--- src/rtl/pwm_guard_pkg.sv ---
package pwm_guard_pkg;

  typedef enum logic [1:0] {
    ST_IDLE  = 2'd0,
    ST_CHECK = 2'd1,
    ST_RUN   = 2'd2,
    ST_FAULT = 2'd3
  } pg_state_e;

  typedef enum logic [1:0] {
    FC_NONE  = 2'd0,
    FC_ZERO  = 2'd1,
    FC_SHORT = 2'd2,
    FC_OVER  = 2'd3
  } pg_fault_e;

endpackage

--- src/rtl/pwm_cfg_guard.sv ---
module pwm_cfg_guard
  import pwm_guard_pkg::*;
#(
  parameter int W          = 32,
  parameter int MIN_PERIOD = 4
) (
  input  logic [W-1:0] period_i,
  input  logic [W-1:0] duty_i,
  output logic         legal_o,
  output pg_fault_e    code_o
);

  localparam logic [W-1:0] MIN_P = W'(MIN_PERIOD);

  logic is_zero;
  logic is_short;
  logic is_over;

  always_comb begin
    is_zero  = (period_i == '0);
    is_short = (period_i < MIN_P);
    is_over  = (duty_i > period_i);
  end

  // priority: zero period, then short period, then duty overrun
  always_comb begin
    if (is_zero)       code_o = FC_ZERO;
    else if (is_short) code_o = FC_SHORT;
    else if (is_over)  code_o = FC_OVER;
    else               code_o = FC_NONE;
    legal_o = (code_o == FC_NONE);
  end

endmodule

--- src/rtl/pwm_timebase.sv ---
module pwm_timebase #(
  parameter int W = 32
) (
  input  logic         clk,
  input  logic         rst_n,
  input  logic         load_i,
  input  logic [W-1:0] period_i,
  input  logic [W-1:0] duty_i,
  input  logic         legal_i,
  input  logic         start_i,
  input  logic         run_i,
  output logic [W-1:0] stg_period_o,
  output logic [W-1:0] stg_duty_o,
  output logic         pwm_o
);

  localparam logic [W-1:0] ONE = W'(1);

  logic [W-1:0] stg_period_q, stg_duty_q;
  logic [W-1:0] act_period_q, act_duty_q;
  logic [W-1:0] cnt_q, cnt_n;
  logic         pend_q, pend_n;
  logic         wrap;
  logic         act_en;
  logic         cnt_en;
  logic         pend_en;

  always_comb begin
    wrap    = run_i && (cnt_q == act_period_q - ONE);
    act_en  = start_i || (wrap && pend_q && legal_i);
    cnt_n   = (!run_i || wrap) ? '0 : cnt_q + ONE;
    cnt_en  = (cnt_n != cnt_q);
    if (load_i)      pend_n = 1'b1;
    else if (act_en) pend_n = 1'b0;
    else             pend_n = pend_q;
    pend_en = (pend_n != pend_q);
  end

  // staging registers, written by the load strobe in any state
  always_ff @(posedge clk or negedge rst_n) begin
    if (!rst_n) begin
      stg_period_q <= '0;
      stg_duty_q   <= '0;
    end else if (load_i) begin
      stg_period_q <= period_i;
      stg_duty_q   <= duty_i;
    end
  end

  // active registers, updated on run start or at a period boundary
  always_ff @(posedge clk or negedge rst_n) begin
    if (!rst_n) begin
      act_period_q <= '0;
      act_duty_q   <= '0;
    end else if (act_en) begin
      act_period_q <= stg_period_q;
      act_duty_q   <= stg_duty_q;
    end
  end

  always_ff @(posedge clk or negedge rst_n) begin
    if (!rst_n)      pend_q <= 1'b0;
    else if (pend_en) pend_q <= pend_n;
  end

  always_ff @(posedge clk or negedge rst_n) begin
    if (!rst_n)     cnt_q <= '0;
    else if (cnt_en) cnt_q <= cnt_n;
  end

  assign stg_period_o = stg_period_q;
  assign stg_duty_o   = stg_duty_q;
  assign pwm_o        = run_i && (cnt_q < act_duty_q);

  // count stays inside the active period while running
  p_cnt_in_range_r4: assert property (@(posedge clk) disable iff (!rst_n)
    run_i |-> (cnt_q < act_period_q));

  // active values never change in the middle of a period
  p_act_stable_r7: assert property (@(posedge clk) disable iff (!rst_n)
    (run_i && !wrap) |=> $stable(act_period_q) && $stable(act_duty_q));

endmodule

--- src/rtl/pwm_supervisor.sv ---
module pwm_supervisor
  import pwm_guard_pkg::*;
(
  input  logic      clk,
  input  logic      rst_n,
  input  logic      enable_req,
  input  logic      clear_i,
  input  logic      legal_i,
  input  pg_fault_e code_i,
  output pg_state_e state_o,
  output pg_fault_e fault_code_o
);

  pg_state_e state_q, state_n;
  pg_fault_e code_q, code_n;
  logic      arm_q, arm_n;
  logic      recover;
  logic      state_en;
  logic      code_en;
  logic      arm_en;

  always_comb begin
    recover = clear_i && arm_q && !enable_req && legal_i;
    state_n = state_q;
    unique case (state_q)
      ST_IDLE:  if (enable_req) state_n = ST_CHECK;
      ST_CHECK: state_n = legal_i ? ST_RUN : ST_FAULT;
      ST_RUN: begin
        if (!legal_i)        state_n = ST_FAULT;
        else if (!enable_req) state_n = ST_IDLE;
      end
      ST_FAULT: if (recover) state_n = ST_IDLE;
      default:  state_n = ST_FAULT;
    endcase
    state_en = (state_n != state_q);
  end

  always_comb begin
    arm_n  = (state_q == ST_FAULT) && !enable_req;
    arm_en = (arm_n != arm_q);
    if (state_q != ST_FAULT && state_n == ST_FAULT) code_n = code_i;
    else if (state_q == ST_FAULT && state_n == ST_IDLE) code_n = FC_NONE;
    else code_n = code_q;
    code_en = (code_n != code_q);
  end

  always_ff @(posedge clk or negedge rst_n) begin
    if (!rst_n)       state_q <= ST_IDLE;
    else if (state_en) state_q <= state_n;
  end

  always_ff @(posedge clk or negedge rst_n) begin
    if (!rst_n)     arm_q <= 1'b0;
    else if (arm_en) arm_q <= arm_n;
  end

  always_ff @(posedge clk or negedge rst_n) begin
    if (!rst_n)      code_q <= FC_NONE;
    else if (code_en) code_q <= code_n;
  end

  assign state_o      = state_q;
  assign fault_code_o = code_q;

  // CHECK never lasts more than one cycle
  p_check_once_r2: assert property (@(posedge clk) disable iff (!rst_n)
    (state_q == ST_CHECK) |=> (state_q != ST_CHECK));

  // RUN is only held after a cycle with a legal staged pair
  p_run_legal_r3: assert property (@(posedge clk) disable iff (!rst_n)
    (state_q == ST_RUN) |-> $past(legal_i));

  // FAULT is left only through a clear taken with enable low
  p_fault_latch_r6: assert property (@(posedge clk) disable iff (!rst_n)
    (state_q == ST_FAULT && !(clear_i && !enable_req)) |=> (state_q == ST_FAULT));

  // fault code frozen while FAULT persists
  p_code_sticky_r9: assert property (@(posedge clk) disable iff (!rst_n)
    (state_q == ST_FAULT) |=> (state_q != ST_FAULT || $stable(code_q)));

endmodule

--- src/rtl/pwm_guard_top.sv ---
module pwm_guard_top
  import pwm_guard_pkg::*;
#(
  parameter int W          = 32,
  parameter int MIN_PERIOD = 4
) (
  input  logic          clk,
  input  logic          rst_n,
  input  logic [W-1:0]  cfg_period,
  input  logic [W-1:0]  cfg_duty,
  input  logic          cfg_load,
  input  logic          enable_req,
  input  logic          clear_strobe,
  output logic          pwm_out,
  output logic [1:0]    state_o,
  output logic [1:0]    fault_code_o
);

  logic [1:0]   rst_sync_q;
  logic         rst_i_n;
  logic [W-1:0] stg_period;
  logic [W-1:0] stg_duty;
  logic         legal;
  pg_fault_e    guard_code;
  pg_state_e    state;
  pg_fault_e    fault_code;
  logic         run;
  logic         start;

  // asynchronous assert, synchronous release
  always_ff @(posedge clk or negedge rst_n) begin
    if (!rst_n) rst_sync_q <= 2'b00;
    else        rst_sync_q <= {rst_sync_q[0], 1'b1};
  end
  assign rst_i_n = rst_sync_q[1];

  pwm_cfg_guard #(.W(W), .MIN_PERIOD(MIN_PERIOD)) guard_i (
    .period_i (stg_period),
    .duty_i   (stg_duty),
    .legal_o  (legal),
    .code_o   (guard_code)
  );

  pwm_supervisor sup_i (
    .clk          (clk),
    .rst_n        (rst_i_n),
    .enable_req   (enable_req),
    .clear_i      (clear_strobe),
    .legal_i      (legal),
    .code_i       (guard_code),
    .state_o      (state),
    .fault_code_o (fault_code)
  );

  assign run   = (state == ST_RUN);
  assign start = (state == ST_CHECK) && legal;

  pwm_timebase #(.W(W)) tb_i (
    .clk          (clk),
    .rst_n        (rst_i_n),
    .load_i       (cfg_load),
    .period_i     (cfg_period),
    .duty_i       (cfg_duty),
    .legal_i      (legal),
    .start_i      (start),
    .run_i        (run),
    .stg_period_o (stg_period),
    .stg_duty_o   (stg_duty),
    .pwm_o        (pwm_out)
  );

  assign state_o      = state;
  assign fault_code_o = fault_code;

  // output low outside RUN, which covers FAULT
  p_low_off_run_r5: assert property (@(posedge clk) disable iff (!rst_i_n)
    (state != ST_RUN) |-> !pwm_out);

  // a FAULT always carries a non-zero cause
  p_fault_has_code_r3: assert property (@(posedge clk) disable iff (!rst_i_n)
    (state == ST_FAULT) |-> (fault_code != FC_NONE));

endmodule

--- config.mk ---
export PLATFORM = sky130hd
export DESIGN_NAME = pwm_guard_top
export DESIGN_NICKNAME = d
export VERILOG_FILES = /design/src/rtl/pwm_guard_pkg.sv /design/src/rtl/pwm_cfg_guard.sv /design/src/rtl/pwm_timebase.sv /design/src/rtl/pwm_supervisor.sv /design/src/rtl/pwm_guard_top.sv
export SDC_FILE = /design/constraint.sdc
export NUM_CORES = 1
export LEC_CHECK = 0
export BUFFER_PORTS_ARGS = -buffer_cell sky130_fd_sc_hd__clkbuf_2
export CORE_AREA = 2 2 127 129
export CTS_BUF_LIST = sky130_fd_sc_hd__clkbuf_2
export DETAILED_ROUTE_END_ITERATION = 12
export DIE_AREA = 0 0 129 131
export GPL_TIMING_DRIVEN = 0
export PLACE_DENSITY = 0.81
export SLEW_MARGIN = 40
export SYNTH_ARGS = -nofsm -noshare
export SYNTH_HDL_FRONTEND = slang
export SYNTH_SLANG_ARGS = --single-unit
--- constraint.sdc ---
create_clock -name clk -period 6 [get_ports clk]
set_clock_uncertainty 0.2 [all_clocks]
set_input_delay 0.9 -clock clk [delete_from_list [all_inputs] [get_ports clk]]
set_output_delay 0.9 -clock clk [all_outputs]
set_load 0.1 [all_outputs]
==> impl_metrics.toml <==
[worst_setup_path]
cp.required_ns = 6.47
worstPathArrival_ns = 5.28
cp-start-kind = "flip-flop"
regToRegSetupSlack_ns = 1.19
critPathMaxFanout = 10
worst_setup_path_end_kind = "flip-flop"
crit_type = "reg -> reg"

[cts]
clock_latency_ns = 0.78
clkTransAtPathRegs_ns = 0.26
cts_root_buf = "clkbuf_2"
clockBufferDepth = 2
cts_setup_buffers = 0
ctsHtreeMaxLevel = 4
cts_buffers = 17
clock_sinks = 168
tritoncts = "yes"

[layout]
fin_area_sq_um = 10540
postLayoutCoreUtil_pct = 67.57
final_cell_mix = "dfrtp_1 (167), clkbuf_2 (90), inv_1 (72), nor2_1 (72), nand2_1 (70)"
nNetsFinal = 1169
syn2layout_area_growth_pct = 10.57
final_common_cell = "dfrtp_1"
layout-drive-gt1-share_pct = 15.55

[drt]
drt_iter0_markers = 532
avgViaCountPerCell = 5.959
wire_per_inst_microns = 18.21
drtAntennaViolNets = 0
totalWireLength_microns = 23040
drc_errors = 0
vias = 7538
firstDrtPassIters = 5

[timing]
worst-slew-pin-transition_ns = 0.7662
finalSetupTns_ns = 0
fmax_ghz = 0.2078
rsz0062_at_grt = "no"
slew_viol_final = 0
timing.final.crit_share_pct = 80.21
setup_ws_ns = 1.187
max_slew_margin_pct = 48.52
finalHoldViolCount = 0
setup_violations = 0
min_period_ns = 4.813

[yosys]
postSynthNetCount = 1073
synth_cell_types = 62
synth.avg_cell_area_sq_um = 10.15
async_flop_share_pct = 100.0
yosys_register_bits = 168
synth_area_sq_um = 9532
syn-instance-count = 939
synth_edf_count = 0
ys.warnings.count = 0
seq_area_frac_synth_pct = 44.11
synth-main-ff-cell = "dfrtp_1"

[global_route]
grt_first_pass_wirelength_microns = 37140
grt.busiest_layer = "met2"
antenna_found_initial = 1
grt_pass1_vias = 7200
met2_usage_pct = 45.56
grt_usage_pct = 28.77
use_met1_pct = 40.25
gr-total-overflow = 0
grt_start_max_net_pins = 44
use_met3_pct = 5.090

[die]
floorplan.initialDensity_pct = 61.11
die-area_sq_um = 16900
die_h_microns = 131
num_rows = 46
core_area_sq_um = 15600
die_width_microns = 129
ios = 74

[placed_design]
port_buffers = 72
placed_cell_area_sq_um = 10250
gp_congestion = 0.9262
place_ws_ns = 1.354
place_hpwl_microns = 18030

[pwr]
power.leakage_nw = 4.939
peakVddDrop_mv = 0.2995
cellPowerDensity_nw_per_um2 = 353.7
total_power_mw = 3.727

[run]
cap_violations = 0

[status]
status = "finished, final reports clean"

[worst_hold_path]
worst_hold_path_type = "reg -> async"
critical path: stages, from the launching register on:
cell     delay [ns]
dfrtp_1        0.55
inv_1          0.10
ha_1           0.23
nor3b_2        0.49
nand4_1        0.47
o31ai_1        0.44
mux2i_1        0.22
a31oi_1        0.06
nor3_1         0.66
nand4_1        0.25
a21oi_4        0.38
buf_4          0.29
mux2_1         0.35
final cells by class:
cell class                      instances  area [sq um]
Fill cell                            1205          5059
Multi-Input combinational cell        661          4893
Sequential cell                       168          4208
Timing Repair Buffer                   77         450.4
Inverter                               72         270.3
Tap cell                              216         270.3
Clock inverter                         14         183.9
Buffer                                 38         170.2
Clock buffer                           18         90.09
Antenna cell                            1         2.502
cells in the mapped netlist, types with 3 or more instances:
| library cell | n | area, sq um |
|---|---|---|
| dfrtp_1 | 168 | 4204 |
| inv_1 | 72 | 270.3 |
| nor2_1 | 72 | 270.3 |
| nand2_1 | 70 | 262.8 |
| ha_1 | 65 | 813.3 |
| mux2_1 | 60 | 675.7 |
| o21ai_0 | 46 | 230.2 |
| xnor2_1 | 37 | 324.1 |
| mux2_2 | 34 | 382.9 |
| nand4_1 | 33 | 206.5 |
| nor4_1 | 29 | 181.4 |
| a21oi_1 | 28 | 140.1 |
| clkbuf_1 | 28 | 105.1 |
| xor2_1 | 28 | 245.2 |
| a21o_1 | 19 | 142.6 |
| nand3_1 | 18 | 90.09 |
| nor3_1 | 16 | 80.08 |
| and3_1 | 8 | 50.05 |
| or4_1 | 8 | 60.06 |
| a31oi_1 | 7 | 43.79 |
| and4_1 | 7 | 61.31 |
| mux2i_1 | 7 | 70.07 |
| buf_4 | 6 | 45.04 |
| nor2b_1 | 6 | 37.54 |
| or3_1 | 6 | 37.54 |
| nand2b_1 | 5 | 31.28 |
| a211oi_1 | 4 | 30.03 |
| buf_2 | 4 | 20.02 |
| nor3b_1 | 3 | 22.52 |
| o211ai_1 | 3 | 22.52 |
| o31ai_1 | 3 | 22.52 |
| or2_2 | 3 | 18.77 |
path summary, 6_finish.rpt:
path | start | endpoint | cells after the start
max | tb_i.act_period_q[0]$_DFFE_PN0P_ | tb_i.act_duty_q[28]$_DFFE_PN0P_ | 12
min | rst_sync_q[1]$_DFF_PN0_ | tb_i.stg_duty_o[0]$_DFFE_PN0P_ | 0
max reg2reg | tb_i.act_period_q[0]$_DFFE_PN0P_ | tb_i.act_duty_q[28]$_DFFE_PN0P_ | 12
min reg2reg | rst_sync_q[1]$_DFF_PN0_ | tb_i.stg_duty_o[0]$_DFFE_PN0P_ | 0
max in group asynchronous | rst_sync_q[1]$_DFF_PN0_ | tb_i.cnt_q[28]$_DFFE_PN0P_ | 2
min in group clk | cfg_period[21] | tb_i.stg_period_o[21]$_DFFE_PN0P_ | 3
logic make-up (layout without fill, tap and decap cells):
logic type	after synthesis	count (layout)	share of synthesized area [%]
buffers and inverters	110	219	4.621
AND/OR/NAND/NOR	296	296	16.03
XOR/XNOR	65	65	5.973
multiplexers	101	101	11.84
adder cells (fa/ha/maj)	65	65	8.532
flip-flops	168	168	44.11
AO/OA/AOI/OAI	133	133	8.861
other	1	2	0.03934
power by group:
group          leakage (nW)  switching, mW  internal, mW  total, mW
Clock                 0.161          0.434         0.246      0.681
Sequential             2.08          0.273          1.40       1.67
Combinational          2.70          0.802         0.576       1.38
Total                  4.94           1.51          2.22       3.73
stage by stage:
step	hold WS (ns)	std cells
floorplan	0.1312	939
global placement	0.1418	1227
detailed placement	0.01974	1231
CTS	0.03659	1264
global route	0.05380	1265
finish	0.03081	1265
flip-flops by register name, indices dropped and copies added (netlist names):
name,flops
tb_i.act_duty_q,32
tb_i.act_period_q,32
tb_i.cnt_q,32
tb_i.stg_duty_o,32
tb_i.stg_period_o,32
rst_sync_q,2
sup_i.fault_code_o,2
sup_i.state_o,2
sup_i.arm_q,1
tb_i.pend_q,1
repair_timing:
item,in CTS,in global routing
hold buffers,1,0
hold endpoints to repair,2,0
gates resized for setup,0,0
per-layer routing:
metal / wire length (microns) / vias up
li1: - / 3540
met3: 1418 / 43
met4: 565 / 0
met1: 10320 / 3672
met2: 10730 / 283
met5: 0 / -
Power figures use the tool's default switching activity.
